File: src/rtl/tmr_pkg.sv
package tmr_pkg;
  localparam int OFS_CTRL   = 'h00;
  localparam int OFS_MODE   = 'h04;
  localparam int OFS_PER_LO = 'h08;
  localparam int OFS_PER_HI = 'h0C;
  localparam int OFS_CNT_LO = 'h20;
  localparam int OFS_CNT_HI = 'h24;

  localparam int START_BIT = 0;
  localparam int SWRST_BIT = 8;
  localparam int CONT_BIT  = 0;
  localparam int PRE_LSB   = 8;

  typedef enum logic [2:0] {
    SEL_NONE, SEL_MODE, SEL_PER_LO, SEL_PER_HI, SEL_CNT_LO, SEL_CNT_HI
  } rdSel_e;

  typedef struct packed {
    logic   startCmd;
    logic   swReset;
    logic   wrMode;
    logic   wrPerLo;
    logic   wrPerHi;
    logic   rdStrobe;
    logic   capHigh;
    rdSel_e rdSel;
  } tmrStrobes_t;
endpackage

File: src/rtl/tmr_ctrl.sv
module tmr_ctrl
  import tmr_pkg::*;
#(
  parameter int ADDR_W = 8
) (
  input  logic [ADDR_W-1:0] addr,
  input  logic              wrEn,
  input  logic              startBit,
  input  logic              swRstBit,
  input  logic              rdEn,
  output tmrStrobes_t       strobes
);
  always_comb begin
    strobes       = '0;
    strobes.rdSel = SEL_NONE;
    if (wrEn) begin
      if (addr == ADDR_W'(OFS_CTRL)) begin
        strobes.startCmd = startBit;
        strobes.swReset  = swRstBit;
      end
      if (addr == ADDR_W'(OFS_MODE))   strobes.wrMode  = 1'b1;
      if (addr == ADDR_W'(OFS_PER_LO)) strobes.wrPerLo = 1'b1;
      if (addr == ADDR_W'(OFS_PER_HI)) strobes.wrPerHi = 1'b1;
    end
    if (rdEn) begin
      strobes.rdStrobe = 1'b1;
      if (addr == ADDR_W'(OFS_MODE))   strobes.rdSel = SEL_MODE;
      if (addr == ADDR_W'(OFS_PER_LO)) strobes.rdSel = SEL_PER_LO;
      if (addr == ADDR_W'(OFS_PER_HI)) strobes.rdSel = SEL_PER_HI;
      if (addr == ADDR_W'(OFS_CNT_LO)) begin
        strobes.rdSel   = SEL_CNT_LO;
        strobes.capHigh = 1'b1;
      end
      if (addr == ADDR_W'(OFS_CNT_HI)) strobes.rdSel = SEL_CNT_HI;
    end
  end
endmodule

File: src/rtl/tmr_datapath.sv
module tmr_datapath
  import tmr_pkg::*;
#(
  parameter int DATA_W = 32,
  parameter int PRE_W  = 4
) (
  input  logic              clk,
  input  logic              rstN,
  input  tmrStrobes_t       strobes,
  input  logic [DATA_W-1:0] wrData,
  output logic [DATA_W-1:0] rdData
);
  localparam int CNT_W = 2 * DATA_W;

  logic              contMode;
  logic [PRE_W-1:0]  preVal;
  logic [PRE_W-1:0]  preCnt;
  logic [CNT_W-1:0]  period;
  logic [CNT_W-1:0]  counter;
  logic [DATA_W-1:0] holdHi;
  logic              running;
  logic              tick;
  logic              atPeriod;
  logic [DATA_W-1:0] modeWord;

  assign tick     = running && (preCnt == preVal);
  assign atPeriod = (counter == period);

  always_ff @(posedge clk or negedge rstN) begin
    if (!rstN) begin
      contMode <= 1'b0;
      preVal   <= '0;
    end else if (strobes.swReset) begin
      contMode <= 1'b0;
      preVal   <= '0;
    end else if (strobes.wrMode) begin
      contMode <= wrData[CONT_BIT];
      preVal   <= wrData[PRE_LSB +: PRE_W];
    end
  end

  for (genvar h = 0; h < 2; h++) begin : g_perHalf
    logic              wrThis;
    logic [DATA_W-1:0] word;
    assign wrThis = (h == 0) ? strobes.wrPerLo : strobes.wrPerHi;
    always_ff @(posedge clk or negedge rstN) begin
      if (!rstN)                word <= '0;
      else if (strobes.swReset) word <= '0;
      else if (wrThis)          word <= wrData;
    end
    assign period[h*DATA_W +: DATA_W] = word;
  end

  always_ff @(posedge clk or negedge rstN) begin
    if (!rstN) begin
      counter <= '0;
      preCnt  <= '0;
      running <= 1'b0;
    end else if (strobes.swReset) begin
      counter <= '0;
      preCnt  <= '0;
      running <= 1'b0;
    end else if (strobes.startCmd) begin
      counter <= '0;
      preCnt  <= '0;
      running <= 1'b1;
    end else if (running) begin
      if (tick) begin
        preCnt <= '0;
        if (atPeriod) begin
          if (contMode) counter <= '0;
          else          running <= 1'b0;
        end else begin
          counter <= counter + 1'b1;
        end
      end else begin
        preCnt <= preCnt + 1'b1;
      end
    end
  end

  always_ff @(posedge clk or negedge rstN) begin
    if (!rstN)                holdHi <= '0;
    else if (strobes.swReset) holdHi <= '0;
    else if (strobes.capHigh) holdHi <= counter[CNT_W-1:DATA_W];
  end

  always_comb begin
    modeWord                     = '0;
    modeWord[CONT_BIT]           = contMode;
    modeWord[PRE_LSB +: PRE_W]   = preVal;
  end

  always_ff @(posedge clk or negedge rstN) begin
    if (!rstN) rdData <= '0;
    else if (strobes.rdStrobe) begin
      case (strobes.rdSel)
        SEL_MODE:   rdData <= modeWord;
        SEL_PER_LO: rdData <= period[DATA_W-1:0];
        SEL_PER_HI: rdData <= period[CNT_W-1:DATA_W];
        SEL_CNT_LO: rdData <= counter[DATA_W-1:0];
        SEL_CNT_HI: rdData <= holdHi;
        default:    rdData <= '0;
      endcase
    end
  end

  // Counter moves only on a divided tick or a command
  assert_hold_between_ticks_R2: assert property (@(posedge clk) disable iff (!rstN)
    (!tick && !strobes.startCmd && !strobes.swReset) |=> $stable(counter));

  assert_wrap_cont_R3: assert property (@(posedge clk) disable iff (!rstN)
    (tick && atPeriod && contMode && !strobes.startCmd && !strobes.swReset)
      |=> (counter == '0) && running);

  assert_stop_oneshot_R4: assert property (@(posedge clk) disable iff (!rstN)
    (tick && atPeriod && !contMode && !strobes.startCmd && !strobes.swReset)
      |=> !running && $stable(counter));

  assert_holding_stable_R5: assert property (@(posedge clk) disable iff (!rstN)
    (!strobes.capHigh && !strobes.swReset) |=> $stable(holdHi));

  assert_swreset_clears_R7: assert property (@(posedge clk) disable iff (!rstN)
    strobes.swReset |=> (counter == '0) && !running && (holdHi == '0) && (period == '0));

  assert_unmapped_zero_R9: assert property (@(posedge clk) disable iff (!rstN)
    (strobes.rdStrobe && strobes.rdSel == SEL_NONE) |=> (rdData == '0));

  assert_rd_hold_R10: assert property (@(posedge clk) disable iff (!rstN)
    !strobes.rdStrobe |=> $stable(rdData));
endmodule

File: src/rtl/interval_timer64.sv
module interval_timer64
  import tmr_pkg::*;
#(
  parameter int ADDR_W = 8,
  parameter int DATA_W = 32,
  parameter int PRE_W  = 4
) (
  input  logic              clk,
  input  logic              rstN,
  input  logic [ADDR_W-1:0] busAddr,
  input  logic              busWrEn,
  input  logic [DATA_W-1:0] busWrData,
  input  logic              busRdEn,
  output logic [DATA_W-1:0] busRdData
);
  tmrStrobes_t strobes;

  tmr_ctrl #(.ADDR_W(ADDR_W)) u_ctrl (
    .addr     (busAddr),
    .wrEn     (busWrEn),
    .startBit (busWrData[START_BIT]),
    .swRstBit (busWrData[SWRST_BIT]),
    .rdEn     (busRdEn),
    .strobes  (strobes)
  );

  tmr_datapath #(.DATA_W(DATA_W), .PRE_W(PRE_W)) u_datapath (
    .clk     (clk),
    .rstN    (rstN),
    .strobes (strobes),
    .wrData  (busWrData),
    .rdData  (busRdData)
  );
endmodule

File: config.mk
export PLATFORM = sky130hd
export DESIGN_NAME = interval_timer64
export DESIGN_NICKNAME = d
export VERILOG_FILES = /design/src/rtl/tmr_pkg.sv /design/src/rtl/tmr_ctrl.sv /design/src/rtl/tmr_datapath.sv /design/src/rtl/interval_timer64.sv
export SDC_FILE = /design/constraint.sdc
export NUM_CORES = 1
export LEC_CHECK = 0
export BUFFER_PORTS_ARGS = -buffer_cell sky130_fd_sc_hd__buf_2
export CORE_ASPECT_RATIO = 1.2
export CORE_UTILIZATION = 51
export CTS_CLUSTER_SIZE = 20
export DETAILED_ROUTE_END_ITERATION = 10
export PLACE_DENSITY = 0.72
export SYNTH_ARGS = -nofsm -noshare
export SYNTH_HDL_FRONTEND = slang
export SYNTH_SLANG_ARGS = --single-unit
File: constraint.sdc
create_clock -name clk -period 6.4 [get_ports clk]
set_clock_uncertainty 0.2 [all_clocks]
set_input_delay 0.32 -clock clk [delete_from_list [all_inputs] [get_ports clk]]
set_output_delay 0.32 -clock clk [all_outputs]
set_load 0.01 [all_outputs]
==> flow_summary.ini, run 1 <==
[outcome]
run_status = complete, no violations

[floorplanning]
num_rows = 57
die_x_um = 133.6
dieArea_um2 = 21350
core_um2 = 20330
die_h_um = 159.9
start_util_pct = 52.11
pin_count = 76

[yosys]
yosysWarnings = 0
ys_seq_area_share_pct = 47.72
ys_ff_latch = 202
yosysUniqueCellTypes = 66
synth_fp_nets = 1225
synthCells = 1179
synth.avg_cell_area_um2 = 8.984
synth_area_um2 = 10590
synth_edf_count = 0
synth_top_flop_cell = dfrtp_1
async_flop_share_pct = 100.0

[setup_path]
path_cells = xnor2_1, nand4_1, nor4_1, nand4_1, o21ai_1, o21ai_0, a21oi_1
r2r_slack_ns = 2.78
worst_ep_required_time_ns = 6.63
cp_num_buf_inv = 0
end_kind = register
cpMostUsedCell = nand4_1
worstPathArrival_ns = 3.86
startpoint_type = register
path_class = register to register
cp_slowest_stage_delay_ns = 1.01
crit_path_max_fanout = 20
r2r-start = u_datapath.counter[19]
r2r_cells = 7
rr_endpoint = u_datapath.counter[60]
crit_slowest_cell = o21ai_1
cp_top_family = compound AO/OA/AOI/OAI gates

[grt]
antenna_found_initial = 0
grt_first_pass_wirelength_um = 56060
grt_overflow = 0
grt_use_total_pct = 34.12
grt_pass1_vias = 9838
grt_max_degree = 89

[detailed_routing]
route.vias.total = 9989
drtIter0Drc = 1143
vias_per_cell = 6.563
drtAntennaViolNets = 0
routed_wirelength_um = 35790
routedWlPerCell_um = 23.52
drc_errors = 0
first_pass_iters = 8

[clock_network]
cts_buffers = 22
cts_hold_buf = 33
cts_sinks = 202
ctsResizeCount = 0
root_buffer = clkbuf_16
clk_latency_ns = 0.54
clkTransAtPathRegs_ns = 0.06
cts_tree = yes
postCtsSetupRepairBufs = 0
cts_buffer_depth = 3
htreeDepth = 1

[sta]
drv_slew = 0
worst_pin_slew_ns = 1.105
hold_viol_final = 0
fin_setup_tns_ns = 0
slew_headroom_pct = 25.82
worst_hold_slack_ns = 0.06652
finalCritPeriodShare_pct = 56.63
rsz0062_at_grt = no
fmax_mhz = 275.9
fin_crit_ns = 3.624
setup_viol = 0

[finish]
diodes = 0
stdcell_area_um2 = 12150
layout_commonest_cell = nand2_1
layout-drive-gt1-share_pct = 11.93
final_core_util_pct = 59.78
final_cell_mix = nand2_1, dfrtp_1, a21oi_1, xnor2_1, buf_2
nNetsFinal = 1292
area.growth.synth_to_final_pct = 14.72
finalNonFillerCells = 1522

[power]
ir_drop_mv = 0.1808
leakage_nw = 5.107
power-per-cell-area_nw_per_um2 = 234.1

[placed_design]
port_buffers = 75
dpl-instance-area_um2 = 11130
dp.cells = 1454
post-dp-hpwl_um = 24190
gp_congestion = 0.9958

[flow_run]
drv_cap = 0

[worst_hold_path]
hp-class = input pin to async pin
==> routing by layer <==
layer / track usage (%) / part of all wire, % / up-vias
met2: 55.45 / 48 / 610
met1: 42.16 / 37 / 4886
met3: 5.016 / 8.2 / 140
li1: - / - / 4353
met5: 0 / 0 / -
met4: 22.78 / 7.0 / 0
==> flip-flops by register name, indices dropped and copies added, names as in the netlist <==
register and flops:
u_datapath.contMode 1, u_datapath.running 1, u_datapath.holdHi 32, u_datapath.preCnt 4, u_datapath.preVal 4, u_datapath.rdData 32
u_datapath.g_perHalf.word 64, u_datapath.counter 64
==> how the worst max path moves through the flow <==
stage / startpoint / end / depth (start not counted)
4_1_cts: u_datapath.counter[19] / u_datapath.counter[60] / 7
2_1_floorplan: u_datapath.counter[19] / u_datapath.counter[61] / 9
6_report: u_datapath.counter[19] / u_datapath.counter[60] / 7
5_1_grt: u_datapath.counter[56] / u_datapath.counter[60] / 7
3_5_place_dp: busAddr[7] / u_datapath.counter[49] / 7
3_3_place_gp: busAddr[7] / u_datapath.counter[55] / 7
==> per-stage QoR <==
| stage | setup WS, ns | power [mW] |
|---|---|---|
| final | 2.776 | 2.844 |
| after global routing | 2.570 | 2.934 |
| after CTS | 2.909 | 2.851 |
| after detailed placement | 2.748 | 1.619 |
| after global placement | 2.768 | 1.615 |
| after floorplan | 3.860 | 1.511 |
==> cells by family after synthesis <==
| logic type | count (synthesis) | synth area share, % |
|---|---|---|
| buffers and inverters | 97 | 3.744 |
| multiplexers | 15 | 1.453 |
| XOR/XNOR | 84 | 6.945 |
| AO/OA/AOI/OAI | 268 | 16.62 |
| adder cells (fa/ha/maj) | 2 | 0.2362 |
| AND/OR/NAND/NOR | 511 | 23.28 |
| flip-flops | 202 | 47.72 |
==> cells in the mapped netlist, types with 3 or more instances <==
master,number,area share [%]
nand2_1,272,9.6
dfrtp_1,202,48
a21oi_1,121,5.7
xnor2_1,75,6.2
clkbuf_1,67,2.4
nor2_1,47,1.7
nand4_1,38,2.2
nand3_1,36,1.7
a222oi_1,32,3.0
a22oi_1,31,2.2
o21ai_0,21,0.99
o211ai_1,19,1.3
or3_1,19,1.1
nor3_1,15,0.71
inv_1,14,0.50
or4_1,13,0.92
and2_1,12,0.71
and3_1,12,0.71
mux2i_1,12,1.1
buf_2,11,0.52
and4_1,10,0.83
xor2_1,9,0.74
o21a_1,8,0.57
nor4_1,7,0.41
a22o_1,5,0.41
nand2b_1,5,0.30
nand3b_1,4,0.28
o221ai_1,4,0.33
a211oi_1,3,0.21
a2bb2oi_1,3,0.25
mux2_2,3,0.32
==> report_power, final <==
| group | switching, mW | internal (mW) | total, mW | leakage [nW] |
|---|---|---|---|---|
| combinational | 0.123 | 0.101 | 0.223 | 2.04 |
| clock | 0.527 | 0.700 | 1.23 | 0.337 |
| sequential | 0.0715 | 1.32 | 1.39 | 2.73 |
| total | 0.721 | 2.12 | 2.84 | 5.11 |
==> final cells by class <==
type,count,area (um2)
clock buffers,31,644.4
clock inverters,4,47.55
fillers,1732,8174
inverters,14,52.55
multi-input cells,880,5171
flip-flops and latches,202,5055
well taps,265,331.6
repair buffers,126,849.6
No activity file was read; power rests on OpenSTA's default activity.
==> run 2, diff against run 1 <==
==> constraint.sdc (replaced) <==
create_clock -name clk -period 3.45 [get_ports clk]
set_clock_uncertainty 0.2 [all_clocks]
set_input_delay 0.1725 -clock clk [delete_from_list [all_inputs] [get_ports clk]]
set_output_delay 0.1725 -clock clk [all_outputs]
set_load 0.01 [all_outputs]
==> run 2 against run 1 <==
  * Clock-buffer cell count is 1 higher
  * Worst hold slack worse by 0.021 ns
  * Non-clock buffer count is 31 higher
  * Largest cell class unchanged
  * Cell area is 3.0% higher
  * Cell count is 2.3% higher
  * First-iteration DRC count is 0.96% higher
  * Sequential power is 86% higher
  * Critical path depth is 1 higher
  * Highest routed layer unchanged
  * Utilization is 1.8 points higher
==> flow_summary.ini, run 2 (synthesis gave the netlist of run 1 again) <==
[outcome]
run_status = complete, no violations

[power]
netSwitchingFraction_pct = 24.65
pwr-share-clk_pct = 45.6
p_sw_mw = 1.365
p_int_mw = 4.172
combPwrFrac_pct = 7.6
leakage_nw = 5.320
ir_drop_mv = 0.4306
power-per-cell-area_nw_per_um2 = 442.6
seqPwrFrac_pct = 46.8

[floorplanning]
start_util_pct = 52.11
pin_count = 76
num_rows = 57
core_um2 = 20330
dieArea_um2 = 21350
die_x_um = 133.6
die_h_um = 159.9

[placed_design]
gp_congestion = 1.023
port_buffers = 75
place_ws_ns = 0.2541
post-dp-hpwl_um = 25030
dpl-instance-area_um2 = 11410

[grt]
globalRouteMet3Util_pct = 4.571
top_usage_layer = met2
met1_usage_pct = 44.06
use_met2_pct = 56.79
grt_overflow = 0
grt_first_pass_wirelength_um = 56890
grt_use_total_pct = 35.03
antenna_found_initial = 0
grt_max_degree = 86
grt_pass1_vias = 9661

[sta]
fin_setup_tns_ns = 0
finalCritPeriodShare_pct = 96.21
slew_headroom_pct = 39.56
setup_ws_ns = 0.1308
fmax_mhz = 301.3
setup_viol = 0
worst_pin_slew_ns = 0.9056
fin_crit_ns = 3.319
rsz0062_at_grt = no
hold_viol_final = 0
drv_slew = 0

[setup_path]
worst_ep_required_time_ns = 3.70
path_class = register to register
startpoint_type = register
worstPathArrival_ns = 3.57
end_kind = register
crit_path_max_fanout = 9

[finish]
diodes = 0
seqCellArea_um2 = 5055
nNetsFinal = 1323
final_cell_mix = nand2_1, dfrtp_1, a21oi_1, xnor2_1, buf_2
nFillCells = 1684
largestRegisters = u_datapath.counter: 64 flops, u_datapath.g_perHalf.word: 64 flops
area.growth.synth_to_final_pct = 18.11
layout-drive-gt1-share_pct = 14.16
multi_input_area_um2 = 5170
layout_commonest_cell = nand2_1
final_core_util_pct = 61.55
stdcell_area_um2 = 12510

[clock_network]
cts_buffers = 22
cts_sinks = 202
cts_buffer_depth = 3
cts_tree = yes
ctsResizeCount = 0
clkTransAtPathRegs_ns = 0.06
postCtsSetupRepairBufs = 0
htreeDepth = 1
cts_hold_buf = 33
root_buffer = clkbuf_16
clk_latency_ns = 0.53

[detailed_routing]
drtIter0Drc = 1154
route.vias.total = 10021
drtAntennaViolNets = 0
routedWlPerCell_um = 23.53
first_pass_iters = 7
routed_wirelength_um = 36630
vias_per_cell = 6.436
drc_errors = 0

[flow_run]
drv_cap = 0

[worst_hold_path]
hp-class = input pin to async pin
## run 2: changes by cell type in the layout (fill, tap and decap cells not counted), sizes merged
cell / previous run / this run
clkbuf: 32 / 33
bufinv: 0 / 3
clkinv: 3 / 4
buf: 92 / 123
clkinvlp: 1 / 0
## run 2: final cells by class
cell class / count / share of cell area [%]
multi-input combinational: 880 / 41.32
sequential: 202 / 40.40
timing repair buffer: 157 / 9.051
clock buffer: 32 / 5.181
tap: 265 / 2.650
clock inverter: 7 / 0.9701
inverter: 14 / 0.4200
## run 2: critical path, cell delays in order (launching register included)
cell	delay, ns
dfrtp_1	0.51
xnor2_1	0.35
nand4_1	0.17
nor4_1	0.53
nand4_1	0.51
o2111ai_1	0.48
buf_4	0.24
o21ai_0	0.11
a21oi_1	0.15
## run 2: per-stage QoR
step	total power [mW]	std cells	hold WS, ns
global route	5.688	1557	0.09051
finish	5.537	1557	0.04545
CTS	5.535	1557	0.03511
detailed placement	3.010	1485	0.08858
global placement	3.002	1485	0.08358
floorplan	2.802	1179	-0.3231
## run 2: path summary, 6_finish.rpt
check / cells past startpoint / startpoint / slack (ns) / end
setup / recovery: 8 / u_datapath.counter[12] / 0.13 / u_datapath.counter[35]
hold / removal: 2 / rstN / 0.05 / u_datapath.g_perHalf[1].word[0]
setup reg to reg: 8 / u_datapath.counter[12] / 0.13 / u_datapath.counter[35]
hold reg to reg: 2 / u_datapath.holdHi[6] / 0.32 / u_datapath.rdData[6]
max in group asynchronous: 3 / rstN / 2.03 / u_datapath.counter[58]
min in group clk: 5 / busAddr[7] / 0.05 / u_datapath.running
## run 2: layer usage
layer  part of all wire (%)  vias up
li1                       -     4410
met1                     37     4890
met2                     48      581
met3                    7.3      140
met4                    7.7        0
met5                      0        -
## run 2: power by group through the flow
stage | logic, mW | registers [mW] | clock network, mW
finish | 0.421 | 2.59 | 2.53
global route | 0.465 | 2.60 | 2.63
CTS | 0.417 | 2.58 | 2.53
detailed placement | 0.385 | 2.63 | 0
global placement | 0.378 | 2.62 | 0
floorplan | 0.231 | 2.57 | 0
